===== src/rtl/rxf_pkg.sv =====
// Shared constants, verdict type and CRC step for the receive address filter.
// Assumes a byte-serial stream with the first destination byte sent first.
package rxf_pkg;
    localparam int DA_BYTES  = 6;
    localparam int HDR_BYTES = 16;
    localparam int DA_W      = DA_BYTES * 8;
    localparam logic [DA_W-1:0] FC_RESERVED_DA = 48'h0180C2000001;

    typedef struct packed {
        logic accept;
        logic miss;
        logic pause;
    } verdict_t;

    // Advance a CRC-32 (0x04C11DB7, shift-left form) by one byte, LSB first.
    function automatic logic [31:0] crc_step(input logic [31:0] c_in, input logic [7:0] b);
        logic [31:0] c;
        logic        fb;
        c = c_in;
        for (int i = 0; i < 8; i++) begin
            fb = c[31] ^ b[i];
            c  = {c[30:0], 1'b0};
            if (fb) c = c ^ 32'h04C11DB7;
        end
        return c;
    endfunction
endpackage


===== src/rtl/rxf_da_capture.sv =====
// Counts bytes of the current frame, assembles the destination address and
// its CRC. Assumes rx_sof and rx_eof are only meaningful with rx_valid.
module rxf_da_capture #(
    parameter int CW = 5
) (
    input  logic                    clk,
    input  logic                    rst_n,
    input  logic                    rx_valid,
    input  logic                    rx_sof,
    input  logic                    rx_eof,
    input  logic [7:0]              rx_data,
    output logic [CW-1:0]           idx_in,
    output logic [CW-1:0]           cnt,
    output logic [rxf_pkg::DA_W-1:0] da,
    output logic [31:0]             crc,
    output logic                    byte_tick,
    output logic                    end_tick
);
    import rxf_pkg::*;
    localparam logic [CW-1:0] SAT   = CW'(HDR_BYTES + 1);
    localparam logic [CW-1:0] DA_LAST = CW'(DA_BYTES);

    // Position of the byte on the input this cycle, saturating past the header.
    assign idx_in = rx_sof ? CW'(1) : ((cnt == SAT) ? SAT : cnt + 1'b1);

    // Register count, address shift, CRC and per-byte event pulses.
    always_ff @(posedge clk) begin
        if (!rst_n) begin
            cnt       <= '0;
            da        <= '0;
            crc       <= '1;
            byte_tick <= 1'b0;
            end_tick  <= 1'b0;
        end else begin
            byte_tick <= rx_valid;
            end_tick  <= rx_valid && rx_eof;
            if (rx_valid) begin
                cnt <= idx_in;
                if (idx_in <= DA_LAST) begin
                    da  <= rx_sof ? {{(DA_W-8){1'b0}}, rx_data} : {da[DA_W-9:0], rx_data};
                    crc <= crc_step(rx_sof ? 32'hFFFF_FFFF : crc, rx_data);
                end
            end
        end
    end
endmodule


===== src/rtl/rxf_pause_match.sv =====
// Tracks whether the type and opcode bytes of the frame equal the
// flow-control values. Assumes idx_in from the capture stage.
module rxf_pause_match #(
    parameter int          CW     = 5,
    parameter logic [15:0] ETYPE  = 16'h8808,
    parameter logic [15:0] OPCODE = 16'h0001
) (
    input  logic          clk,
    input  logic          rst_n,
    input  logic          rx_valid,
    input  logic [7:0]    rx_data,
    input  logic [CW-1:0] idx_in,
    output logic          hdr_ok
);
    import rxf_pkg::*;
    localparam logic [CW-1:0] P0 = CW'(HDR_BYTES - 3);
    localparam logic [CW-1:0] P1 = CW'(HDR_BYTES - 2);
    localparam logic [CW-1:0] P2 = CW'(HDR_BYTES - 1);
    localparam logic [CW-1:0] P3 = CW'(HDR_BYTES);

    logic [7:0] want;

    // Select the expected byte for the current header position.
    always_comb begin
        unique case (idx_in)
            P0:      want = ETYPE[15:8];
            P1:      want = ETYPE[7:0];
            P2:      want = OPCODE[15:8];
            default: want = OPCODE[7:0];
        endcase
    end

    // Accumulate the comparison over the four header bytes.
    always_ff @(posedge clk) begin
        if (!rst_n) begin
            hdr_ok <= 1'b0;
        end else if (rx_valid && idx_in >= P0 && idx_in <= P3) begin
            hdr_ok <= (rx_data == want) && ((idx_in == P0) || hdr_ok);
        end
    end
endmodule


===== src/rtl/rxf_decide.sv =====
// Applies the acceptance priority to the captured address and issues one
// registered verdict per frame. Assumes configuration is stable in a frame.
module rxf_decide #(
    parameter int CW     = 5,
    parameter int HASH_W = 6
) (
    input  logic                      clk,
    input  logic                      rst_n,
    input  logic [CW-1:0]             cnt,
    input  logic [rxf_pkg::DA_W-1:0]  da,
    input  logic [31:0]               crc,
    input  logic                      byte_tick,
    input  logic                      end_tick,
    input  logic                      hdr_ok,
    input  logic [rxf_pkg::DA_W-1:0]  sta_addr,
    input  logic [(1<<HASH_W)-1:0]    ind_tbl,
    input  logic [(1<<HASH_W)-1:0]    grp_tbl,
    input  logic                      bc_rej,
    input  logic                      prom_en,
    input  logic                      fc_en,
    output logic                      dec_valid,
    output rxf_pkg::verdict_t         dec
);
    import rxf_pkg::*;
    localparam logic [CW-1:0] ONE = CW'(1);
    localparam logic [CW-1:0] DAN = CW'(DA_BYTES);
    localparam logic [CW-1:0] HDN = CW'(HDR_BYTES);

    logic        active, pwait;
    logic [HASH_W-1:0] hidx;
    logic        is_bc, is_mc, cand, first, live, pw;
    verdict_t    fallback, base, outv;
    logic        issue, enter;

    assign hidx  = crc[31 -: HASH_W];
    assign is_bc = &da;
    assign is_mc = da[DA_W-8];
    assign cand  = fc_en && !is_bc && ((da == FC_RESERVED_DA) || (da == sta_addr));
    assign first = byte_tick && (cnt == ONE);
    assign live  = first || active;
    assign pw    = pwait && !first;

    // Verdict for the address alone, following the fixed priority.
    always_comb begin
        fallback = prom_en ? '{accept: 1'b1, miss: 1'b1, pause: 1'b0} : '0;
        if (is_bc)
            base = bc_rej ? fallback : '{accept: 1'b1, miss: 1'b0, pause: 1'b0};
        else if (is_mc && fc_en)
            base = (da == FC_RESERVED_DA) ? '{accept: 1'b1, miss: 1'b0, pause: 1'b0} : fallback;
        else if (is_mc)
            base = grp_tbl[hidx] ? '{accept: 1'b1, miss: 1'b0, pause: 1'b0} : fallback;
        else
            base = ((da == sta_addr) || ind_tbl[hidx]) ? '{accept: 1'b1, miss: 1'b0, pause: 1'b0} : fallback;
    end

    // Pick the event that decides this frame, if any, this cycle.
    always_comb begin
        issue = 1'b0;
        enter = 1'b0;
        outv  = '0;
        if (live && !pw && end_tick && cnt < DAN) begin
            issue = 1'b1;
        end else if (live && !pw && byte_tick && cnt == DAN) begin
            if (cand && !end_tick) enter = 1'b1;
            else begin issue = 1'b1; outv = base; end
        end else if (pw && byte_tick && cnt == HDN) begin
            issue = 1'b1;
            outv  = hdr_ok ? '{accept: 1'b0, miss: 1'b0, pause: 1'b1} : base;
        end else if (pw && end_tick) begin
            issue = 1'b1;
            outv  = base;
        end
    end

    // Frame progress flags and the registered verdict strobe.
    always_ff @(posedge clk) begin
        if (!rst_n) begin
            active    <= 1'b0;
            pwait     <= 1'b0;
            dec_valid <= 1'b0;
            dec       <= '0;
        end else begin
            active    <= issue ? 1'b0 : live;
            pwait     <= issue ? 1'b0 : (enter || pw);
            dec_valid <= issue;
            dec       <= outv;
        end
    end
endmodule


===== src/rtl/rx_addr_filter.sv =====
// Top of the receive destination address filter: capture, flow-control
// header match and priority decision. Assumes one byte per valid cycle.
module rx_addr_filter #(
    parameter int          HASH_W       = 6,
    parameter logic [15:0] PAUSE_ETYPE  = 16'h8808,
    parameter logic [15:0] PAUSE_OPCODE = 16'h0001
) (
    input  logic                   clk,
    input  logic                   rst_n,
    input  logic                   rx_valid,
    input  logic                   rx_sof,
    input  logic                   rx_eof,
    input  logic [7:0]             rx_data,
    input  logic [47:0]            sta_addr,
    input  logic [(1<<HASH_W)-1:0] ind_tbl,
    input  logic [(1<<HASH_W)-1:0] grp_tbl,
    input  logic                   bc_rej,
    input  logic                   prom_en,
    input  logic                   fc_en,
    output logic                   dec_valid,
    output logic                   dec_accept,
    output logic                   dec_miss,
    output logic                   dec_pause
);
    import rxf_pkg::*;
    localparam int CW = $clog2(HDR_BYTES + 2);

    logic [CW-1:0]   idx_in, cnt;
    logic [DA_W-1:0] da;
    logic [31:0]     crc;
    logic            byte_tick, end_tick, hdr_ok;
    verdict_t        dec;

    rxf_da_capture #(.CW(CW)) u_cap (
        .clk(clk), .rst_n(rst_n), .rx_valid(rx_valid), .rx_sof(rx_sof),
        .rx_eof(rx_eof), .rx_data(rx_data), .idx_in(idx_in), .cnt(cnt),
        .da(da), .crc(crc), .byte_tick(byte_tick), .end_tick(end_tick)
    );

    rxf_pause_match #(.CW(CW), .ETYPE(PAUSE_ETYPE), .OPCODE(PAUSE_OPCODE)) u_pm (
        .clk(clk), .rst_n(rst_n), .rx_valid(rx_valid), .rx_data(rx_data),
        .idx_in(idx_in), .hdr_ok(hdr_ok)
    );

    rxf_decide #(.CW(CW), .HASH_W(HASH_W)) u_dec (
        .clk(clk), .rst_n(rst_n), .cnt(cnt), .da(da), .crc(crc),
        .byte_tick(byte_tick), .end_tick(end_tick), .hdr_ok(hdr_ok),
        .sta_addr(sta_addr), .ind_tbl(ind_tbl), .grp_tbl(grp_tbl),
        .bc_rej(bc_rej), .prom_en(prom_en), .fc_en(fc_en),
        .dec_valid(dec_valid), .dec(dec)
    );

    assign dec_accept = dec.accept;
    assign dec_miss   = dec.miss;
    assign dec_pause  = dec.pause;
endmodule


===== config.mk =====
export PLATFORM = sky130hd
export DESIGN_NAME = rx_addr_filter
export DESIGN_NICKNAME = d
export VERILOG_FILES = /design/src/rtl/rxf_pkg.sv /design/src/rtl/rxf_da_capture.sv /design/src/rtl/rxf_pause_match.sv /design/src/rtl/rxf_decide.sv /design/src/rtl/rx_addr_filter.sv
export SDC_FILE = /design/constraint.sdc
export NUM_CORES = 1
export LEC_CHECK = 0
export ABC_AREA = 0
export CORE_MARGIN = 2
export CORE_UTILIZATION = 41
export CTS_BUF_LIST = sky130_fd_sc_hd__clkbuf_4 sky130_fd_sc_hd__clkbuf_8
export CTS_CLUSTER_SIZE = 16
export DETAILED_ROUTE_END_ITERATION = 7
export PLACE_DENSITY_LB_ADDON = 0.15
export RECOVER_POWER = 100
export SETUP_SLACK_MARGIN = 0.05
export SLEW_MARGIN = 20
export SYNTH_ARGS = -nofsm -noshare
export SYNTH_HDL_FRONTEND = slang
export SYNTH_SLANG_ARGS = --single-unit

===== constraint.sdc =====
create_clock -name clk -period 4.27 [get_ports clk]
set_clock_uncertainty 0.2 [all_clocks]
set_input_delay 0.854 -clock clk [delete_from_list [all_inputs] [get_ports clk]]
set_output_delay 0.854 -clock clk [all_outputs]
set_load 0.1 [all_outputs]

* Word level (Yosys, flattened, before mapping)
Cells that the tools add are included.
W data, S select, Z words.
** Storage, ports and cells
- Bits in latches :: 0
- Bits in read-only memories :: 0
- Bits in registers :: 94
- Logic and storage cells :: 135
- Memory bits (writable) :: 0
- Memories kept :: 0
** Operators by class
- Reductions and logical operators :: 31
- Div/mod/pow operators :: 0
- Multiplexer cells :: 59
- Bitwise gates (word level) :: 17
- $add $sub $neg :: 1
- Eq/ne operators :: 10
- Magnitude comparators :: 5
- Shift-type cells :: 0
- Multiply operators :: 0
** Operators with widths (count)
- $mux W32 :: 22
- $mux W27 :: 8
- $not A14 Y14 :: 8
- $eq A48 B41 Y1 const B :: 1
- $eq A48 B48 Y1 :: 1
- $mux W48 :: 1
- $reduce_and A48 Y1 :: 1
- $mux W3 :: 13
- $pmux W8 S3 :: 1
- $logic_and A1 B1 Y1 :: 18
- $eq A5 B4 Y1 const B :: 3
- $bmux W1 S6 :: 2
- $eq A5 B5 Y1 const B :: 2
- $mux W1 :: 10
- $mux W5 :: 2
- $eq A8 B8 Y1 :: 1
- $xor A1 B1 Y1 :: 8
- $lt A6 B7 Y1 const B :: 1
- $add A5 B1 Y5 const B :: 1
- $eq A5 B1 Y1 const B :: 1
- $eq A5 B3 Y1 const B :: 1
- $ge A5 B4 Y1 const B :: 1
- $le A5 B3 Y1 const B :: 1
- $le A5 B5 Y1 const B :: 1
- other kinds (6) :: 14

* Depth between registers and ports, before layout
- Depth after elaboration :: 39
- Mapped depth :: 11
- Mapped depth without buffers :: 8

* Hierarchy
A second synthesis with hierarchy kept.
** Second synthesis, totals
- Cell total of the unflattened synthesis :: 793
- Area total of the unflattened synthesis :: 6890.4 um^2
** Modules (own cells, without submodules)
- rxf_da_capture :: area each 4414.2 um^2, sequential area each 1741.7 um^2, cells each 537, instances 1
- rxf_decide :: area each 2337.2 um^2, sequential area each 120.1 um^2, cells each 236, instances 1
- rxf_pause_match :: area each 138.9 um^2, sequential area each 20.0 um^2, cells each 20, instances 1

* Worst setup path after synthesis
Ideal clock, no wire load.
- Path kind :: input to register
- Start :: input port rx_data[1]
- End :: register u_cap.crc[11]
- Required time :: 3.948 ns
- Cell stages on the path :: 6
- Path slack :: 1.397 ns
- Data arrival time :: 2.551 ns
- Cells stage by stage :: buf_4 xor2_1 xor2_2 xnor3_2 xnor2_2 o311a_1
** On the way
- Longest elaborated chain between the ends :: 30
** Ends and longest elaborated chain
- start: declaration :: RTL line rx_addr_filter.sv:13 : input logic [7:0] rx_data,
- $xor A1 B1 Y1 * :: RTL line rxf_pkg.sv:21 : fb = c[31] ^ b[i];
- $mux W27 * :: RTL line rxf_pkg.sv:23 : if (fb) c = c ^ 32'h04C11DB7;
- $mux W32 * :: RTL line rxf_da_capture.sv:39 : if (idx_in <= DA_LAST) begin
- $mux W32 * :: RTL line rxf_da_capture.sv:37 : if (rx_valid) begin
- $mux W32 * :: RTL line rxf_da_capture.sv:28 : if (!rst_n) begin
- $mux W27 :: RTL line rxf_pkg.sv:23
- $mux W32 * :: RTL line rxf_da_capture.sv:39
- $mux W32 * :: RTL line rxf_da_capture.sv:37
- [... 14 more ...]
- $mux W32 * :: RTL line rxf_da_capture.sv:28
- $not A14 Y14 (no source line)
- $mux W27 :: RTL line rxf_pkg.sv:23
- $mux W32 * :: RTL line rxf_da_capture.sv:39
- $mux W32 * :: RTL line rxf_da_capture.sv:37
- $mux W32 * :: RTL line rxf_da_capture.sv:28
- $not A14 Y14 (no source line)
- $mux W27 * :: RTL line rxf_pkg.sv:23
- end signal: assignment :: RTL line rxf_da_capture.sv:41 : crc <= crc_step(rx_sof ? 32'hFFFF_FFFF : crc, rx_data);
- end: declaration :: RTL line rxf_da_capture.sv:15 : output logic [31:0] crc,
Mark *: on every way between the ends. The rest lies on a longest branch, timed or not. The select of a mux whose other input is x is not followed.
A chain may end at the register's enable or synchronous reset.

* Worst setup path after layout
- Start :: input port rx_sof
- End :: register u_cap.crc[8]
** On the way
- Longest elaborated chain between the ends :: 36
** Ends and longest elaborated chain
- start: declaration :: RTL line rx_addr_filter.sv:11 : input logic rx_sof,
- $mux W32 :: RTL line rxf_da_capture.sv:41
- $xor A1 B1 Y1 or $not A14 Y14 (tied branches)
- $mux W27 :: RTL line rxf_pkg.sv:23
- $mux W32 :: RTL line rxf_da_capture.sv:39
- $mux W32 :: RTL line rxf_da_capture.sv:37
- $mux W32 :: RTL line rxf_da_capture.sv:28
- $not A14 Y14 (no source line)
- $mux W27 :: RTL line rxf_pkg.sv:23
- [... 20 more ...]
- $mux W32 :: RTL line rxf_da_capture.sv:28
- $not A14 Y14 (no source line)
- $mux W27 :: RTL line rxf_pkg.sv:23
- $mux W32 :: RTL line rxf_da_capture.sv:39
- $mux W32 :: RTL line rxf_da_capture.sv:37
- $mux W32 :: RTL line rxf_da_capture.sv:28
- $not A14 Y14 (no source line)
- $mux W27 :: RTL line rxf_pkg.sv:23
Parallel ways exist; a longest one is shown, timed or not. The select of a mux whose other input is x is not followed.

==> flow_summary.ini <==
[synth]
ys_ff_latch = 94
synth.largest_area_cell = dfxtp_1
yosys.area_share.xor_xnor_pct = 19.8
synthAdderAreaFrac_pct = 0.738
synth_mux_area_share_pct = 12.3
avgSynthCellArea_um2 = 8.87
synth_top_area_share_pct = 27.7
synth_most_common_cell = xnor2_1
synth_top_family_by_area = simple AND/OR/NAND/NOR gates
ys_top_cells_by_count = xnor2_1 (119), nand2_1 (101), dfxtp_1 (94)
synth_ff_type = dfxtp_1
synth_area_leaders = dfxtp_1 (28%), xnor2_1 (15%), mux4_2 (11%), nand2_1 (5.6%), a21boi_0 (5.5%)
syn_area_um2 = 6780
synth_simple_gate_area_share_pct = 21.9
ys_seq_area_share_pct = 27.7
synth_edf_count = 0
synth-compound-area-share_pct = 13.0
synth_warnings = 0
synth_cells = 765
yosys.cell_types.count = 54
syn_nets = 961
synthArstFlopShare_pct = 0

[clocking]
holdBufCountCts = 0
cts_resized = 0
clkSinkCount = 94
cts-buffers-inserted = 9
clk_latency_ns = 0.39
clk_path_buf_depth = 2
htree_levels = 3
post_cts_buffers = 0
tritoncts = built
ctsRootBufferMaster = clkbuf_8
path_clk_slew_ns = 0.10

[timing]
rsz0062_at_grt = false
relSlewSlack_pct = -0.559
setup_viol = 0
finalCritPeriodShare_pct = 80.7
fin_tns_setup_ns = 0
hold_viol = 0
timing.fmax_mhz = 290
worst_pin_slew_ns = 1.51
drv_slew = 35
period_minus_slack_ns = 3.44
hold_slack_ns = 0.286

[setup_path]
arrival_ns = 3.53
cp-end-kind = flop
rr_endpoint = u_cap.crc[8]
cp-startpoint = rx_sof
rr_worst_depth = 8
cp-endpoint = u_cap.crc[8]
timing.rr.start = u_cap.cnt[1]
critical_path.startpoint_type = input port
crit_path_max_fanout = 49
cp.required_ns = 4.35
ff2ff_setup_slack_ns = 0.83
critical_path_class = input port to flop

[routing]
firstDrtPassIters = 5
drc = 0
avgViaCountPerCell = 5.41
routedWlPerCell_um = 18.0
ant_nets = 0
drt-initial-drc-count = 321
vias = 6189
routed_wl_mm = 20.6

[worst_hold_path]
worstHoldStart = u_cap.crc[17]
hold_path.class = flop to flop

[placed_design]
placed_area_um2 = 8860
portBuffers = 195
hpwl_mm = 15.8
dp_cells = 1128
gp_congestion = 0.849

[pwr]
power_leakage_nw = 3.03
powerDensity_nw_per_um2 = 304
p_int_mw = 1.84
p_comb_share_pct = 38.8
switchingPower_mw = 0.899
power_switching_share_pct = 32.9
sequentialPowerShare_pct = 38.0
peakVddDrop_v = 0.000164
p_clk_share_pct = 23.3

[grt]
grt.overflow.total = 0
antenna_found_initial = 0
grt_first_pass_wirelength_mm = 32.8
grt_max_degree = 63
grtUsageTotal_pct = 23.8
grt_pass1_vias = 6065

[die]
ios = 196
core.rowCount = 47
die_y_um = 133
fp.dieW_um = 133
die_area_um2 = 17600
initial_utilization_pct = 41.5
core_um2 = 16300

[layout]
fin_nets = 1115
area_delta_synth_final_pct = 32.6
layout-drive-gt1-share_pct = 7.79
layout.cells.non_filler = 1144
antenna_cells = 0
postLayoutCellArea_um2 = 8990

[outcome]
violations = capacitance limit, slew limit
status = finished with violations

[run]
cap_violations = 1
==> how the worst min path moves through the flow <==
stage | slack, ns | endpoint | cells past startpoint
after floorplan | 0.26 | u_cap.crc[12] | 2
after global placement | 0.27 | u_cap.crc[4] | 2
after detailed placement | 0.27 | u_cap.crc[17] | 2
after CTS | 0.29 | u_cap.crc[16] | 2
after global routing | 0.32 | u_cap.crc[2] | 2
final | 0.29 | u_cap.crc[17] | 2
==> flip-flops by register name, summed over array words and instances, names as in the netlist <==
name,count
u_cap.byte_tick,1
u_cap.cnt,5
u_cap.crc,32
u_cap.da,48
u_cap.end_tick,1
u_dec.active,1
u_dec.dec,3
u_dec.dec_valid,1
u_dec.pwait,1
u_pm.hdr_ok,1
==> cells in the final DEF (no fill, tap or decap), drive strengths merged, types with 8 or more instances in the layout <==
cell type	n
o21ai	8
nor4	15
nand3b	42
xor2	19
nor2	52
clkbuf	15
o211ai	30
xnor2	124
buf	10
clkdlybuf4s50	185
nand4	30
nand2	101
inv	9
nor2b	8
mux4	33
nand3	20
mux2i	9
dlygate4sd3	8
a21boi	50
dfxtp	94
==> critical path, stage by stage <==
cell and delay (ns):
buf_2 0.26, a31oi_1 0.54, nand4_1 0.26, nand3_4 0.45, clkbuf_2 0.81, nand3b_1 0.16
o311a_1 0.17
==> cell families after synthesis <==
kind of cell | after synthesis
AOI/OAI and AO/OA | 118
xor gates and xnor gates | 144
adders and majority gates | 4
buffers and inverters | 72
DFF | 94
muxes | 42
and+or+nand+nor | 291
==> layer usage <==
metal  wire length (um)  vias to the layer above  GRT usage, %  share of wire (%)
li1                   -                     3025             -                  -
met1               8990                     2917          29.9                 44
met2               9930                      220          40.5                 48
met3               1160                       27          4.41                5.6
met4                510                        0          9.20                2.5
met5                  0                        -             0                  0
==> layout make-up <==
class                   count  area, um^2
well taps                 220         275
inverters                   7        26.3
multi-input cells         599        4580
repair buffers            208        2030
fillers                  1594        7350
flip-flops and latches     94        1880
clock inverters             6        68.8
clock buffers              10         131
==> power by group through the flow <==
| stage | logic, mW | registers, mW | clock network, mW |
|---|---|---|---|
| 5_1_grt | 1.15 | 1.05 | 0.683 |
| 4_1_cts | 1.08 | 1.04 | 0.648 |
| 3_5_place_dp | 1.08 | 1.06 | 0 |
| 6_report | 1.06 | 1.04 | 0.636 |
| 2_1_floorplan | 0.801 | 0.996 | 0 |
| 3_3_place_gp | 1.07 | 1.06 | 0 |
==> per-stage QoR <==
stage          power [mW]  setup slack (ns)  utilization [%]
2_1_floorplan        1.80              1.40                -
3_3_place_gp         2.13             0.785             54.2
3_5_place_dp         2.14             0.703             54.2
4_1_cts              2.77              1.12             55.4
5_1_grt              2.89             0.505             55.0
6_report             2.74             0.826             55.0
Note: power is estimated with default switching activity, not from simulation.
